$ cat config.mk
export PLATFORM = sky130hd
export DESIGN_NAME = xfer_budget_arbiter
export DESIGN_NICKNAME = d
export VERILOG_FILES = /design/src/rtl/xba_pkg.sv /design/src/rtl/xba_pick.sv /design/src/rtl/xba_budget.sv /design/src/rtl/xfer_budget_arbiter.sv
export SDC_FILE = /design/constraint.sdc
export NUM_CORES = 1
export LEC_CHECK = 0
export BUFFER_PORTS_ARGS = -buffer_cell sky130_fd_sc_hd__buf_2
export CAP_MARGIN = 20
export CORE_ASPECT_RATIO = 1.75
export CORE_MARGIN = 1
export CORE_UTILIZATION = 40
export DETAILED_ROUTE_END_ITERATION = 7
export PLACE_DENSITY = 0.67
export SYNTH_ARGS = -nofsm -noshare
export SYNTH_HDL_FRONTEND = slang
export SYNTH_SLANG_ARGS = --single-unit
$ cat constraint.sdc
create_clock -name clk -period 3.01 [get_ports clk]
set_input_delay 0.7525 -clock clk [delete_from_list [all_inputs] [get_ports clk]]
set_output_delay 0.7525 -clock clk [all_outputs]
set_load 0.005 [all_outputs]
$ cat src/rtl/xba_pkg.sv
package xba_pkg;
  localparam int unsigned DEF_MASTERS = 4;
  localparam int unsigned DEF_CNT_W   = 4;

  // A zero budget still allows one transfer.
  function automatic logic [31:0] eff_budget(input logic [31:0] raw);
    return (raw == 32'd0) ? 32'd1 : raw;
  endfunction
endpackage

$ cat src/rtl/xba_pick.sv
module xba_pick #(
  parameter int unsigned N  = 4,
  localparam int unsigned IW = $clog2(N)
) (
  input  logic [N-1:0]  req,
  input  logic [IW-1:0] last_idx,
  input  logic          owner_en,
  input  logic [IW-1:0] owner_id,
  output logic          pick_valid,
  output logic [IW-1:0] pick_idx
);
  logic          rr_found;
  logic [IW-1:0] rr_idx;

  always_comb begin
    rr_found = 1'b0;
    rr_idx   = '0;
    for (int k = 1; k <= N; k++) begin
      int unsigned cand;
      cand = (int'(last_idx) + k) % N;
      if (!rr_found && req[cand]) begin
        rr_found = 1'b1;
        rr_idx   = IW'(cand);
      end
    end
  end

  always_comb begin
    if (owner_en && req[owner_id]) begin
      pick_valid = 1'b1;
      pick_idx   = owner_id;
    end else begin
      pick_valid = rr_found;
      pick_idx   = rr_idx;
    end
  end


  always_comb begin
    found_req_chk: assert (!pick_valid || req[pick_idx]);
  end
endmodule

$ cat src/rtl/xba_budget.sv
module xba_budget #(
  parameter int unsigned CW = 4
) (
  input  logic          clk,
  input  logic          rst_n,
  input  logic          load,
  input  logic [CW-1:0] load_val,
  input  logic          dec,
  output logic          last_beat
);
  logic [CW-1:0] left_q;

  always_ff @(posedge clk) begin
    if (!rst_n)
      left_q <= '0;
    else if (load)
      left_q <= (load_val == '0) ? CW'(1) : load_val;
    else if (dec && left_q != '0)
      left_q <= left_q - CW'(1);
  end

  assign last_beat = (left_q == CW'(1));


  budget_floor_chk: assert property (@(posedge clk) disable iff (!rst_n)
    load |=> left_q != '0);
endmodule

$ cat src/rtl/xfer_budget_arbiter.sv
module xfer_budget_arbiter
  import xba_pkg::*;
#(
  parameter int unsigned N_MASTERS = DEF_MASTERS,
  parameter int unsigned CNT_W     = DEF_CNT_W,
  localparam int unsigned IW       = $clog2(N_MASTERS)
) (
  input  logic                       clk,
  input  logic                       rst_n,
  input  logic [N_MASTERS-1:0]       req,
  input  logic                       beat,
  input  logic [N_MASTERS*CNT_W-1:0] budget_cfg,
  input  logic                       owner_en,
  input  logic [IW-1:0]              owner_id,
  output logic [N_MASTERS-1:0]       grant,
  output logic                       grant_valid
);
  logic          gv_q;
  logic [IW-1:0] hold_q;
  logic          pick_valid;
  logic [IW-1:0] pick_idx;
  logic          last_beat;
  logic          owner_wait, end_grant, bank_free, do_load;

  xba_pick #(.N(N_MASTERS)) u_pick (
    .req(req), .last_idx(hold_q), .owner_en(owner_en), .owner_id(owner_id),
    .pick_valid(pick_valid), .pick_idx(pick_idx)
  );

  assign owner_wait = owner_en && req[owner_id] && (owner_id != hold_q);
  assign end_grant  = gv_q && (!req[hold_q] || (beat && (last_beat || owner_wait)));
  assign bank_free  = !gv_q || end_grant;
  assign do_load    = bank_free && pick_valid;

  xba_budget #(.CW(CNT_W)) u_budget (
    .clk(clk), .rst_n(rst_n), .load(do_load),
    .load_val(budget_cfg[pick_idx*CNT_W +: CNT_W]),
    .dec(gv_q && beat), .last_beat(last_beat)
  );

  always_ff @(posedge clk) begin
    if (!rst_n) begin
      gv_q   <= 1'b0;
      hold_q <= IW'(N_MASTERS - 1);
    end else if (bank_free) begin
      gv_q <= pick_valid;
      if (pick_valid) hold_q <= pick_idx;
    end
  end

  always_comb begin
    grant = '0;
    if (gv_q) grant[hold_q] = 1'b1;
  end
  assign grant_valid = gv_q;


  onehot_grant_chk: assert property (@(posedge clk) disable iff (!rst_n)
    $onehot0(grant) && (grant_valid == (grant != '0)));


  granted_requester_chk: assert property (@(posedge clk) disable iff (!rst_n)
    (grant_valid && !$stable(grant)) |-> (($past(req) & grant) != '0));


  drop_release_chk: assert property (@(posedge clk) disable iff (!rst_n)
    (grant_valid && ((grant & req) == '0)) |=> ((grant & $past(grant)) == '0));


  hold_steady_chk: assert property (@(posedge clk) disable iff (!rst_n)
    (grant_valid && ((grant & req) != '0) && !beat) |=> $stable(grant));


  owner_idle_chk: assert property (@(posedge clk) disable iff (!rst_n)
    (!grant_valid && owner_en && req[owner_id]) |=> grant[$past(owner_id)]);
endmodule

==> results.tsv <==
metric	value	unit
critPathBufInv	2	
critPathLaunchType	primary input	
ys.flop_type	dfxtp_1	
dieWidth	40.5	um
initial_utilization	0.422	
nets	198	
min_period_over_period	0.927	
ys_warn_count	0	
postPlaceCellArea	1300	um2
syn_inst	120	
status	finished, final reports clean	
synth_area	1040	um2
hold_path_end	hold_q[0]	
place_congestion	0.772	
root_buffer	clkbuf_8	
r2r-start	hold_q[1]	
power.clock.fraction	0.106	
p_leak	0.644	nW
hp-start	hold_q[0]	
grt_overflow_total	0	
core-area	2460	um2
comb_power_share	0.767	
ys_seq_area_frac	0.135	
irDropWorstVdd	0.551	mV
antenna_found_initial	0	
seqCellArea	141	um2
synthArstFlopShare	0	
drc	0	
cts_buffers	3	
cts.sinks	7	
max_freq	358	MHz
holdPathStages	2	
synth_fp_nets	153	
relSlewSlack	0.686	
cts_buffer_depth	2	
drive_above_1_share	0.427	
synth_cell_type_count	44	
p_sw_frac	0.440	
crit_path_end_kind	flip-flop	
wire_per_inst	13.8	um
p_int	0.717	mW
r2r_slack	250	ps
cts_tree	yes	
total_power	1.28	mW
vias	1070	
io_buffers	30	
critical-path-top-delay-family	compound AO/OA/AOI/OAI gates	
rsz0062_at_grt	false	
timing.final.ws_setup	218	ps
reg2regPathDepth	11	
layout_min_cycle_time	2790	ps
antenna_cells	0	
design_area	1360	um2
finalSetupViolations	0	
ant_nets	0	
rows	24	
synthToLayoutAreaGrowth	30.6	%
setup_tns	0	ps
path_cells	buf_2 -> mux4_2 -> or2_4 -> o41ai_4 -> o21ai_2 -> buf_4 -> and3_1 -> a211o_1 -> a31oi_1 -> o41ai_2	
htree_levels	1	
tightest_slew	464	ps
slowest_delay	470	ps
seq_power_share	0.127	
crit_type	in2reg	
maxCapViolations	0	
rr_endpoint	u_budget.left_q[0]	
power_density	943	nW/um2
grt_use_total	0.204	
drtIter0Drc	24	
dieArea	2820	um2
fin_skew	1.57	ps
multiInputGateArea	842	um2
finalHoldViolCount	0	
hpwlAfterDp	2200	um
place_ws	-39.8	ps
p_sw	0.564	mW
grt_max_degree	15	
crit_slowest_cell	mux4_2	
grt_pass1_wl	4170	um
fillCellCount	242	
synth_seq_cells	7	
synth_edf_count	0	
clk_pin_slew	40	ps
crit_path_max_fanout	10	
grt_pass1_vias	1030	
avgViaCountPerCell	5.63	
cp_num_cells	10	
die_h	69.4	um
route.final.wire_length	2620	um
final_max_slew_viol_count	0	
arrival	2900	ps
insertion_delay	230	ps
min_path_type	reg2reg	
synth.avg_cell_area	8.66	um2
num_io_pins	31	
cp.required	3120	ps
drtPass1Iterations	4	
per-layer routing:
layer	GRT usage	wire, um	up-vias	share of wire
li1	-	-	532	-
met1	0.206	978	501	0.37
met2	0.376	1510	31	0.58
met3	0.0321	92	6	0.035
met4	0.0667	42	0	0.016
met5	0	0	-	0
worst reg2reg max path, stage by stage, from the launching register on:
cell and delay (ps):
dfxtp_1 330, inv_1 140, ha_4 350, mux4_2 320, or2_4 270, o41ai_4 210, o21ai_2 130, buf_4 160
and3_1 160, a211o_1 240, a31oi_1 230, o41ai_2 100
per-stage QoR:
stage | utilization | hold WS (ps) | instances
floorplan | - | 561 | 120
global placement | 0.528 | 559 | 186
detailed placement | 0.528 | 565 | 186
CTS | 0.546 | 572 | 190
global route | 0.551 | 639 | 190
finish | 0.551 | 591 | 190
worst max-delay path by stage:
stage	from	to	slack, ps
floorplan	req[0]	u_budget.left_q[0]	0.2
global placement	req[3]	u_budget.left_q[0]	30
detailed placement	req[3]	u_budget.left_q[0]	-40
CTS	hold_q[1]	u_budget.left_q[0]	110
global route	req[3]	u_budget.left_q[0]	60
finish	req[3]	u_budget.left_q[0]	220
area by class of cell:
class / instances / area share
Tap cell: 26 / 0.0240
Clock buffer: 4 / 0.0332
Sequential cell: 7 / 0.104
Timing Repair Buffer: 45 / 0.194
Inverter: 9 / 0.0249
Multi-Input combinational cell: 99 / 0.620
cell usage after synthesis (2+ instances only):
| cell type | count | area share |
|---|---|---|
| mux4_2 | 5 | 0.11 |
| a31oi_1 | 3 | 0.018 |
| o21ai_1 | 2 | 0.0096 |
| and3_1 | 2 | 0.012 |
| a211o_1 | 2 | 0.017 |
| xnor2_1 | 3 | 0.025 |
| a211oi_1 | 2 | 0.014 |
| nor2_1 | 10 | 0.036 |
| buf_2 | 2 | 0.0096 |
| buf_6 | 2 | 0.022 |
| o211ai_1 | 3 | 0.022 |
| o21ai_0 | 3 | 0.014 |
| ha_1 | 7 | 0.084 |
| xor2_1 | 2 | 0.017 |
| mux2_2 | 3 | 0.032 |
| nand2_1 | 11 | 0.040 |
| mux2i_1 | 8 | 0.077 |
| a21oi_1 | 3 | 0.014 |
| and2_1 | 6 | 0.036 |
| nor3_1 | 4 | 0.019 |
| inv_1 | 8 | 0.029 |
| dfxtp_1 | 7 | 0.13 |
power groups by stage:
| stage | Combinational (mW) | Sequential [mW] | Clock [mW] |
|---|---|---|---|
| after detailed placement | 0.965 | 0.164 | 0 |
| after global placement | 0.940 | 0.162 | 0 |
| final | 0.982 | 0.163 | 0.135 |
| after CTS | 0.970 | 0.163 | 0.138 |
| after global routing | 1.09 | 0.169 | 0.141 |
| after floorplan | 0.685 | 0.174 | 0 |
registers in the layout, indices dropped and copies added (netlist names):
register         cells
grant_valid          1
hold_q               2
u_budget.left_q      4
cell usage in the layout (no fill, tap or decap), types with 4 or more instances in the layout:
cell | Yosys | final
nand2_1 | 11 | 11
mux4_2 | 5 | 5
buf_4 | 0 | 15
buf_2 | 2 | 30
nor3_1 | 4 | 4
dfxtp_1 | 7 | 6
inv_1 | 8 | 8
ha_1 | 7 | 6
and2_1 | 6 | 6
nor2_1 | 10 | 10
mux2i_1 | 8 | 8
repair_timing:
action | CTS | global route
endpoints found under the setup margin | 0 | 1
buffers inserted | 0 | 0
hold buffers | 0 | 0
gates resized for setup | 0 | 2
logic make-up (layout without fill, tap and decap cells):
logic type,Yosys count,after routing,synth area share
XOR/XNOR,5,5,0.0421
AO/OA/AOI/OAI,29,29,0.241
adder cells (fa/ha/maj),7,7,0.0842
AND/OR/NAND/NOR,41,41,0.199
buffers and inverters,14,58,0.0674
flip-flops,7,7,0.135
multiplexers,17,17,0.232
(Power assumes the default switching activity.)
